### src/rtl/thr_seq_pkg.sv
package thr_seq_pkg;

    typedef enum logic [2:0] {
        ST_IDLE,
        ST_DEV,
        ST_ADR,
        ST_DAT,
        ST_STP,
        ST_WAIT
    } seq_st_e;

endpackage

### src/rtl/thr_fall_det.sv
module thr_fall_det (
    input  logic clk,
    input  logic rst_n,
    input  logic lvl_i,
    output logic fall_o
);

    logic prev_q;

    // Previous level reset to 0 so that release from reset never looks like a fall.
    always_ff @(posedge clk or negedge rst_n) begin
        if (!rst_n) prev_q <= 1'b0;
        else        prev_q <= lvl_i;
    end

    assign fall_o = prev_q & ~lvl_i;

endmodule

### src/rtl/thr_cmd_decode.sv
module thr_cmd_decode #(
    parameter int                      BYTE_W    = 8,
    parameter int                      N_THR     = 2,
    parameter logic [BYTE_W-1:0]       DEV_ID    = 8'hA0,
    parameter logic [BYTE_W-1:0]       CLR_VAL   = 8'h00,
    parameter logic [N_THR*BYTE_W-1:0] SEL_CODES = {8'h0B, 8'h03},
    localparam int                     SEL_W     = (N_THR > 1) ? $clog2(N_THR) : 1
) (
    input  logic [BYTE_W-1:0] byte_i,
    output logic              dev_hit_o,
    output logic              dat_hit_o,
    output logic              sel_hit_o,
    output logic [SEL_W-1:0]  sel_idx_o
);

    logic [N_THR-1:0] code_match;

    for (genvar g = 0; g < N_THR; g++) begin : g_sel
        assign code_match[g] = (byte_i == SEL_CODES[g*BYTE_W +: BYTE_W]);
    end

    assign dev_hit_o = (byte_i == DEV_ID);
    assign dat_hit_o = (byte_i == CLR_VAL);
    assign sel_hit_o = |code_match;

    // Lowest index wins if two codes were ever configured equal.
    always_comb begin
        sel_idx_o = '0;
        for (int i = N_THR - 1; i >= 0; i--) begin
            if (code_match[i]) sel_idx_o = SEL_W'(i);
        end
    end

endmodule

### src/rtl/thr_reset_seq.sv
module thr_reset_seq
    import thr_seq_pkg::*;
#(
    parameter int                      BYTE_W    = 8,
    parameter int                      N_THR     = 2,
    parameter logic [BYTE_W-1:0]       DEV_ID    = 8'hA0,
    parameter logic [BYTE_W-1:0]       CLR_VAL   = 8'h00,
    parameter logic [N_THR*BYTE_W-1:0] SEL_CODES = {8'h0B, 8'h03}
) (
    input  logic              clk,
    input  logic              rst_n,
    input  logic              bus_start,
    input  logic              bus_stop,
    input  logic              rx_valid,
    input  logic [BYTE_W-1:0] rx_byte,
    input  logic              vp_present,
    input  logic              wdo_lvl,
    output logic              ack,
    output logic              busy,
    output logic [N_THR-1:0]  thr_clr,
    output logic              done
);

    localparam int SEL_W = (N_THR > 1) ? $clog2(N_THR) : 1;

    typedef struct packed {
        seq_st_e          st;
        logic [SEL_W-1:0] sel;
        logic             ack;
        logic             done;
        logic [N_THR-1:0] clr;
    } seq_regs_t;

    seq_regs_t r_d, r_q;

    logic             dev_hit, dat_hit, sel_hit;
    logic [SEL_W-1:0] sel_idx;
    logic             pin_fall;

    thr_cmd_decode #(
        .BYTE_W   (BYTE_W),
        .N_THR    (N_THR),
        .DEV_ID   (DEV_ID),
        .CLR_VAL  (CLR_VAL),
        .SEL_CODES(SEL_CODES)
    ) u_dec (
        .byte_i   (rx_byte),
        .dev_hit_o(dev_hit),
        .dat_hit_o(dat_hit),
        .sel_hit_o(sel_hit),
        .sel_idx_o(sel_idx)
    );

    thr_fall_det u_fall (
        .clk   (clk),
        .rst_n (rst_n),
        .lvl_i (wdo_lvl),
        .fall_o(pin_fall)
    );

    always_comb begin
        r_d      = r_q;
        r_d.ack  = 1'b0;
        r_d.done = 1'b0;
        r_d.clr  = '0;

        if (bus_start) begin
            // A start always restarts command tracking; it arms only with voltage present.
            r_d.st = vp_present ? ST_DEV : ST_IDLE;
        end else begin
            unique case (r_q.st)
                ST_IDLE: ;
                ST_DEV: begin
                    if (bus_stop) r_d.st = ST_IDLE;
                    else if (rx_valid) begin
                        if (dev_hit) begin
                            r_d.ack = 1'b1;
                            r_d.st  = ST_ADR;
                        end else begin
                            r_d.st = ST_IDLE;
                        end
                    end
                end
                ST_ADR: begin
                    if (bus_stop) r_d.st = ST_IDLE;
                    else if (rx_valid) begin
                        if (sel_hit) begin
                            r_d.ack = 1'b1;
                            r_d.sel = sel_idx;
                            r_d.st  = ST_DAT;
                        end else begin
                            r_d.st = ST_IDLE;
                        end
                    end
                end
                ST_DAT: begin
                    if (bus_stop) r_d.st = ST_IDLE;
                    else if (rx_valid) begin
                        if (dat_hit) begin
                            r_d.ack = 1'b1;
                            r_d.st  = ST_STP;
                        end else begin
                            r_d.st = ST_IDLE;
                        end
                    end
                end
                ST_STP: begin
                    if (bus_stop)      r_d.st = ST_WAIT;
                    else if (rx_valid) r_d.st = ST_IDLE;
                end
                ST_WAIT: begin
                    if (pin_fall) begin
                        r_d.done = 1'b1;
                        for (int i = 0; i < N_THR; i++) begin
                            if (r_q.sel == SEL_W'(i)) r_d.clr[i] = 1'b1;
                        end
                        r_d.st = ST_IDLE;
                    end
                end
                default: r_d.st = ST_IDLE;
            endcase
        end
    end

    always_ff @(posedge clk or negedge rst_n) begin
        if (!rst_n) begin
            r_q.st   <= ST_IDLE;
            r_q.sel  <= '0;
            r_q.ack  <= 1'b0;
            r_q.done <= 1'b0;
            r_q.clr  <= '0;
        end else begin
            r_q <= r_d;
        end
    end

    assign ack     = r_q.ack;
    assign done    = r_q.done;
    assign thr_clr = r_q.clr;
    assign busy    = (r_q.st != ST_IDLE);

endmodule

### config.mk
export PLATFORM = sky130hd
export DESIGN_NAME = thr_reset_seq
export DESIGN_NICKNAME = d
export VERILOG_FILES = /design/src/rtl/thr_seq_pkg.sv /design/src/rtl/thr_fall_det.sv /design/src/rtl/thr_cmd_decode.sv /design/src/rtl/thr_reset_seq.sv
export SDC_FILE = /design/constraint.sdc
export NUM_CORES = 1
export LEC_CHECK = 0
export BUFFER_PORTS_ARGS = -buffer_cell sky130_fd_sc_hd__buf_4
export CAP_MARGIN = 10
export CORE_AREA = 2 2 39 41
export CTS_BUF_LIST = sky130_fd_sc_hd__clkbuf_8
export DETAILED_ROUTE_END_ITERATION = 8
export DIE_AREA = 0 0 41 43
export MAX_ROUTING_LAYER = met4
export PLACE_DENSITY = 0.66
export REMOVE_ABC_BUFFERS = 1
export SLEW_MARGIN = 20
export SYNTH_ARGS = -nofsm -noshare
export SYNTH_HDL_FRONTEND = slang
export SYNTH_SLANG_ARGS = --single-unit
### constraint.sdc
create_clock -name clk -period 1.9 [get_ports clk]
set_input_delay 0 -clock clk [delete_from_list [all_inputs] [get_ports clk]]
set_output_delay 0 -clock clk [all_outputs]
set_load 0.02 [all_outputs]
## Yosys cells after proc, flatten, opt, wreduce, memory -nomap -nowiden

Index checks and enable logic that the tools add are counted.

| word-level totals | value |
|---|---|
| output and inout bits | 5 |
| input port bits | 15 |
| logic and storage cells | 61 |
| bits in registers | 9 |

| cells by class | value |
|---|---|
| reduce and logical (&&, ||, !) cells | 6 |
| equality and inequality tests | 14 |
| multiplexer cells | 31 |
| bitwise gates (word level) | 4 |

Operators with widths:

| operator | number |
|---|---|
| $mux W3 | 12 |
| $pmux W3 S6 | 1 |
| $ne A4 B4 Y1 const B | 4 |
| $mux W1 | 11 |
| $eq A8 B2 Y1 const B | 1 |
| $eq A8 B4 Y1 const B | 1 |
| $eq A8 B8 Y1 const B | 1 |
| $logic_not A8 Y1 | 1 |
| $mux W2 | 4 |
| $eq A3 B2 Y1 const B | 2 |
| $eq A3 B3 Y1 const B | 2 |
| $reduce_and A6 Y1 | 1 |
| $mux W5 | 1 |
| $reduce_and A5 Y1 | 1 |
| $mux W4 | 1 |
| $eq A3 B1 Y1 const B | 1 |
| $logic_not A3 Y1 | 1 |
| $ne A3 B3 Y1 const B | 1 |
| $not A1 Y1 | 3 |
| $pmux W1 S3 | 1 |
| $reduce_bool A3 Y1 | 1 |
| $ne A2 B2 Y1 const B | 1 |
| $reduce_or A2 Y1 | 1 |
| $and A1 B1 Y1 | 1 |

## Longest topological paths before layout

| depth | value |
|---|---|
| depth in word-level cells | 8 |
| gate-level depth with buffers | 6 |
| gate-level depth less buffers | 5 |

## By module

A second synthesis with hierarchy kept.

| unflattened totals | value |
|---|---|
| cells, all modules | 59 |
| area total of the unflattened synthesis | 596.8 µm² |

Modules (own cells, without submodules):

| module | area an instance (µm²) | times used | cells each | sequential area each (µm²) |
|---|---|---|---|---|
| thr_reset_seq | 481.7 | 1 | 48 | 200.2 |
| thr_cmd_decode | 76.3 | 1 | 9 | 0.0 |
| thr_fall_det | 38.8 | 1 | 2 | 25.0 |

## Worst setup path after synthesis

Ideal clock, no wire load.

| path | value |
|---|---|
| kind | flip-flop to flip-flop |
| from | register r_q[5] (netlist name) |
| to | register r_q[6] (netlist name) |
| setup time | 0.128 ns |
| cell stages (with the launch flop) | 6 |
| slack | 0.282 ns |
| buffers on the path | 0 |
| period minus slack after synthesis | 1.618 ns |
| arrival | 1.490 ns |
| required time | 1.772 ns |
| path through | dfrtp_1 -> or3_4 -> nand3b_4 -> nor3_2 -> a21o_1 -> mux2_1 |

| between the ends | value |
|---|---|
| word-level cells in the longest chain between the ends | 3 |
| elaborated cells between the ends (all ways) | 15 |
| classes of those cells | 11 x eq/ne; 2 x mux; 2 x reduce/logical |

Ends and longest elaborated chain:

| what | line | RTL |
|---|---|---|
| start, declared | thr_reset_seq.sv:34 | `seq_regs_t r_d, r_q;` |
| start signal, assigned | thr_reset_seq.sv:133 | `r_q <= r_d;` |
| $eq A3 B1 Y1, or another cell as far along | thr_reset_seq.sv:71 | `unique case (r_q.st)` |
| $ne A4 B4 Y1 (no source line), or another cell as far along | - |  |
| $reduce_and A6 Y1 (no source line) or $mux W3 (tied branches) | - |  |

Several ways; a longest one is shown, not always the timed one.
A chain may end at the register's enable or synchronous reset.

## Worst setup path after layout

| path | value |
|---|---|
| from | register r_q[6] (netlist name) |
| to | register r_q[6] (netlist name) |

The elaborated chain is that of the path after synthesis.

==> flow_summary.yaml <==
power:
  p_per_area_nw_per_um2: 679
  power_leakage_nw: 0.337
  power_mw: 0.491
  vdd_drop_max_mv: 0.459
placement:
  dp_slack_ps: 266
  dpl_cell_area_um2: 657
  gp_congestion: 0.779
  dpl.hpwl_um: 823
  io_buffers: 19
  dp.cells: 83
layout:
  nNetsFinal: 89
  diodes: 0
  postLayoutCellArea_um2: 723
  area_growth_pct: 40.6
  layout-drive-gt1-share: 0.384
  finalNonFillerCells: 89
timing:
  finalClockSkew_ps: 1.22
  fin_crit_ps: 1630
  fin_crit_sh: 0.858
  rsz0062_at_grt: "false"
  slew_headroom: 0.742
  finalHoldViolations: 0
  fmax_ghz: 0.613
  drv_slew: 0
  setup_viol: 0
  setup_slack_ps: 269
  setup_tns_ps: 0
  tightest_slew_ps: 383
min_path:
  holdCritPathClass: "in2reg"
  hold_start: "rx_byte[3]"
critical_path:
  worstSetupPathType: "reg2reg"
  cp.arrival_ps: 1740
  r2r_start: "r_q[6]"
  crit_path_end_kind: "register"
  cp-startpoint: "r_q[6]"
  crit_path_start_kind: "register"
  worstPathRequired_ps: 2010
  critPathMaxFanout: 8
outcome:
  status: "completed"
floorplan:
  die_h_um: 43
  num_io_pins: 20
  coreArea_um2: 1380
  start_util: 0.372
  die_area_um2: 1760
  dieWidth_um: 41
  num_rows: 14
job:
  drv_cap: 0
synth:
  synth_edf_count: 0
  syn_area_um2: 514
  synthArstFlopShare: 1.00
  synth_warnings: 0
  synthCells: 51
  synth_cell_types: 26
  yosysSeqAreaShare: 0.438
  avgSynthCellArea_um2: 10.1
  ys_seq_elements: 9
  ys.flop_type: "dfrtp_1"
drt:
  drt_iter0_drc: 16
  drtPass1Iterations: 4
  via_per_inst: 5.13
  ant_nets: 0
  wl_per_cell_um: 11.4
  drc: 0
  routed_wl_mm: 1.02
  num_vias: 457
clocking:
  cts_root_buf: "clkbuf_8"
  clkTransAtPathRegs_ps: 40
  clk_latency_ps: 230
  cts_sinks: 9
  cts_htree_levels: 1
  cts_buffers: 3
  cts_post_setup_buffers_inserted: 0
  cts_tree: "done"
  clockBufferDepth: 2
grt:
  grt.total_usage: 0.147
  grt_pass1_vias: 439
  antenna_found_initial: 0
  overflow: 0
  grt_pass1_wl_mm: 1.70
  grt_max_degree: 11
-- worst max-delay path, cell delays in order, from the launching register on --
cell and delay (ps):
dfrtp_1 450, or3_4 420, nand3b_4 100, nor3_2 40, a21o_1 180, mux2_1 320
-- synthesized netlist by cell type (2+ instances only) --
master	n	area, µm²
nand2_1	3	11.3
buf_4	2	15.0
nor4_1	2	12.5
o21ai_0	2	10.0
and2_1	2	12.5
mux2_1	3	33.8
a21oi_1	5	25.0
dfrtp_1	9	225
nor2_1	4	15.0
nand3_1	3	15.0
-- state kept, by name, summed over array words and instances, names as in the netlist --
| register | cells |
|---|---|
| r_q | 4 |
| ack | 1 |
| u_fall.prev_q | 1 |
| thr_clr | 2 |
| done | 1 |
-- timing repair --
item / CTS / global route
hold endpoints to repair: 10 / 0
hold buffers: 2 / 0
gates resized for setup: 0 / 0
-- power breakdown --
group	switching, mW	total (mW)	internal, mW	leakage [nW]
clock network	0.0738	0.216	0.143	0.0255
logic	0.0323	0.0737	0.0414	0.189
registers	0.00470	0.201	0.196	0.122
-- layout make-up --
class / count / area (µm²)
clock inverter: 1 / 5.00
tap: 16 / 20.0
multi-input combinational: 38 / 265
fill: 122 / 661
sequential: 9 / 225
clock buffer: 3 / 41.3
inverter: 1 / 3.75
timing repair buffer: 21 / 163
-- layer usage --
metal / routed length (µm) / global-route usage / vias to the layer above
li1: - / - / 232
met1: 453 / 0.182 / 210
met2: 500 / 0.216 / 15
met3: 65 / 0.0785 / 0
met4: 0 / 0.0200 / 0
met5: 0 / - / -
-- path summary, 6_finish.rpt --
check                                   to  depth (start not counted)  slack, ps
worst max-delay path                r_q[6]                          5        270
worst min-delay path                r_q[4]                          2         10
worst max register to register      r_q[6]                          5        270
worst min register to register  thr_clr[0]                          1        440
max in group asynchronous       thr_clr[1]                          2       1630
min in group asynchronous              ack                          2        130
-- metrics by stage --
| step | util | hold slack (ps) |
|---|---|---|
| detailed placement | 0.475 | -172 |
| global route | 0.523 | 17.2 |
| finish | 0.523 | 11.3 |
| global placement | 0.475 | -173 |
| floorplan | - | -296 |
| CTS | 0.523 | 11.8 |
-- cells by family (layout without fill, tap and decap cells) --
kind of cell / after synthesis / after routing / synth area share
buffers and inverters: 4 / 26 / 0.0462
multiplexers: 4 / 4 / 0.0852
AND/OR/NAND/NOR: 25 / 25 / 0.338
flip-flops: 9 / 9 / 0.438
AO/OA/AOI/OAI: 9 / 9 / 0.0924
-- cells in the final DEF, fill, tap and decap left out, types with 2 or more instances in the layout --
| master | synthesis | layout |
|---|---|---|
| a21oi_1 | 5 | 5 |
| and2_1 | 2 | 2 |
| buf_4 | 2 | 19 |
| clkbuf_8 | 0 | 3 |
| dfrtp_1 | 9 | 9 |
| dlygate4sd3_1 | 0 | 2 |
| mux2_1 | 3 | 3 |
| nand2_1 | 3 | 3 |
| nand3_1 | 3 | 3 |
| nor2_1 | 4 | 4 |
| nor4_1 | 2 | 2 |
| o21ai_0 | 2 | 2 |
No activity file was read; power rests on OpenSTA's default activity.
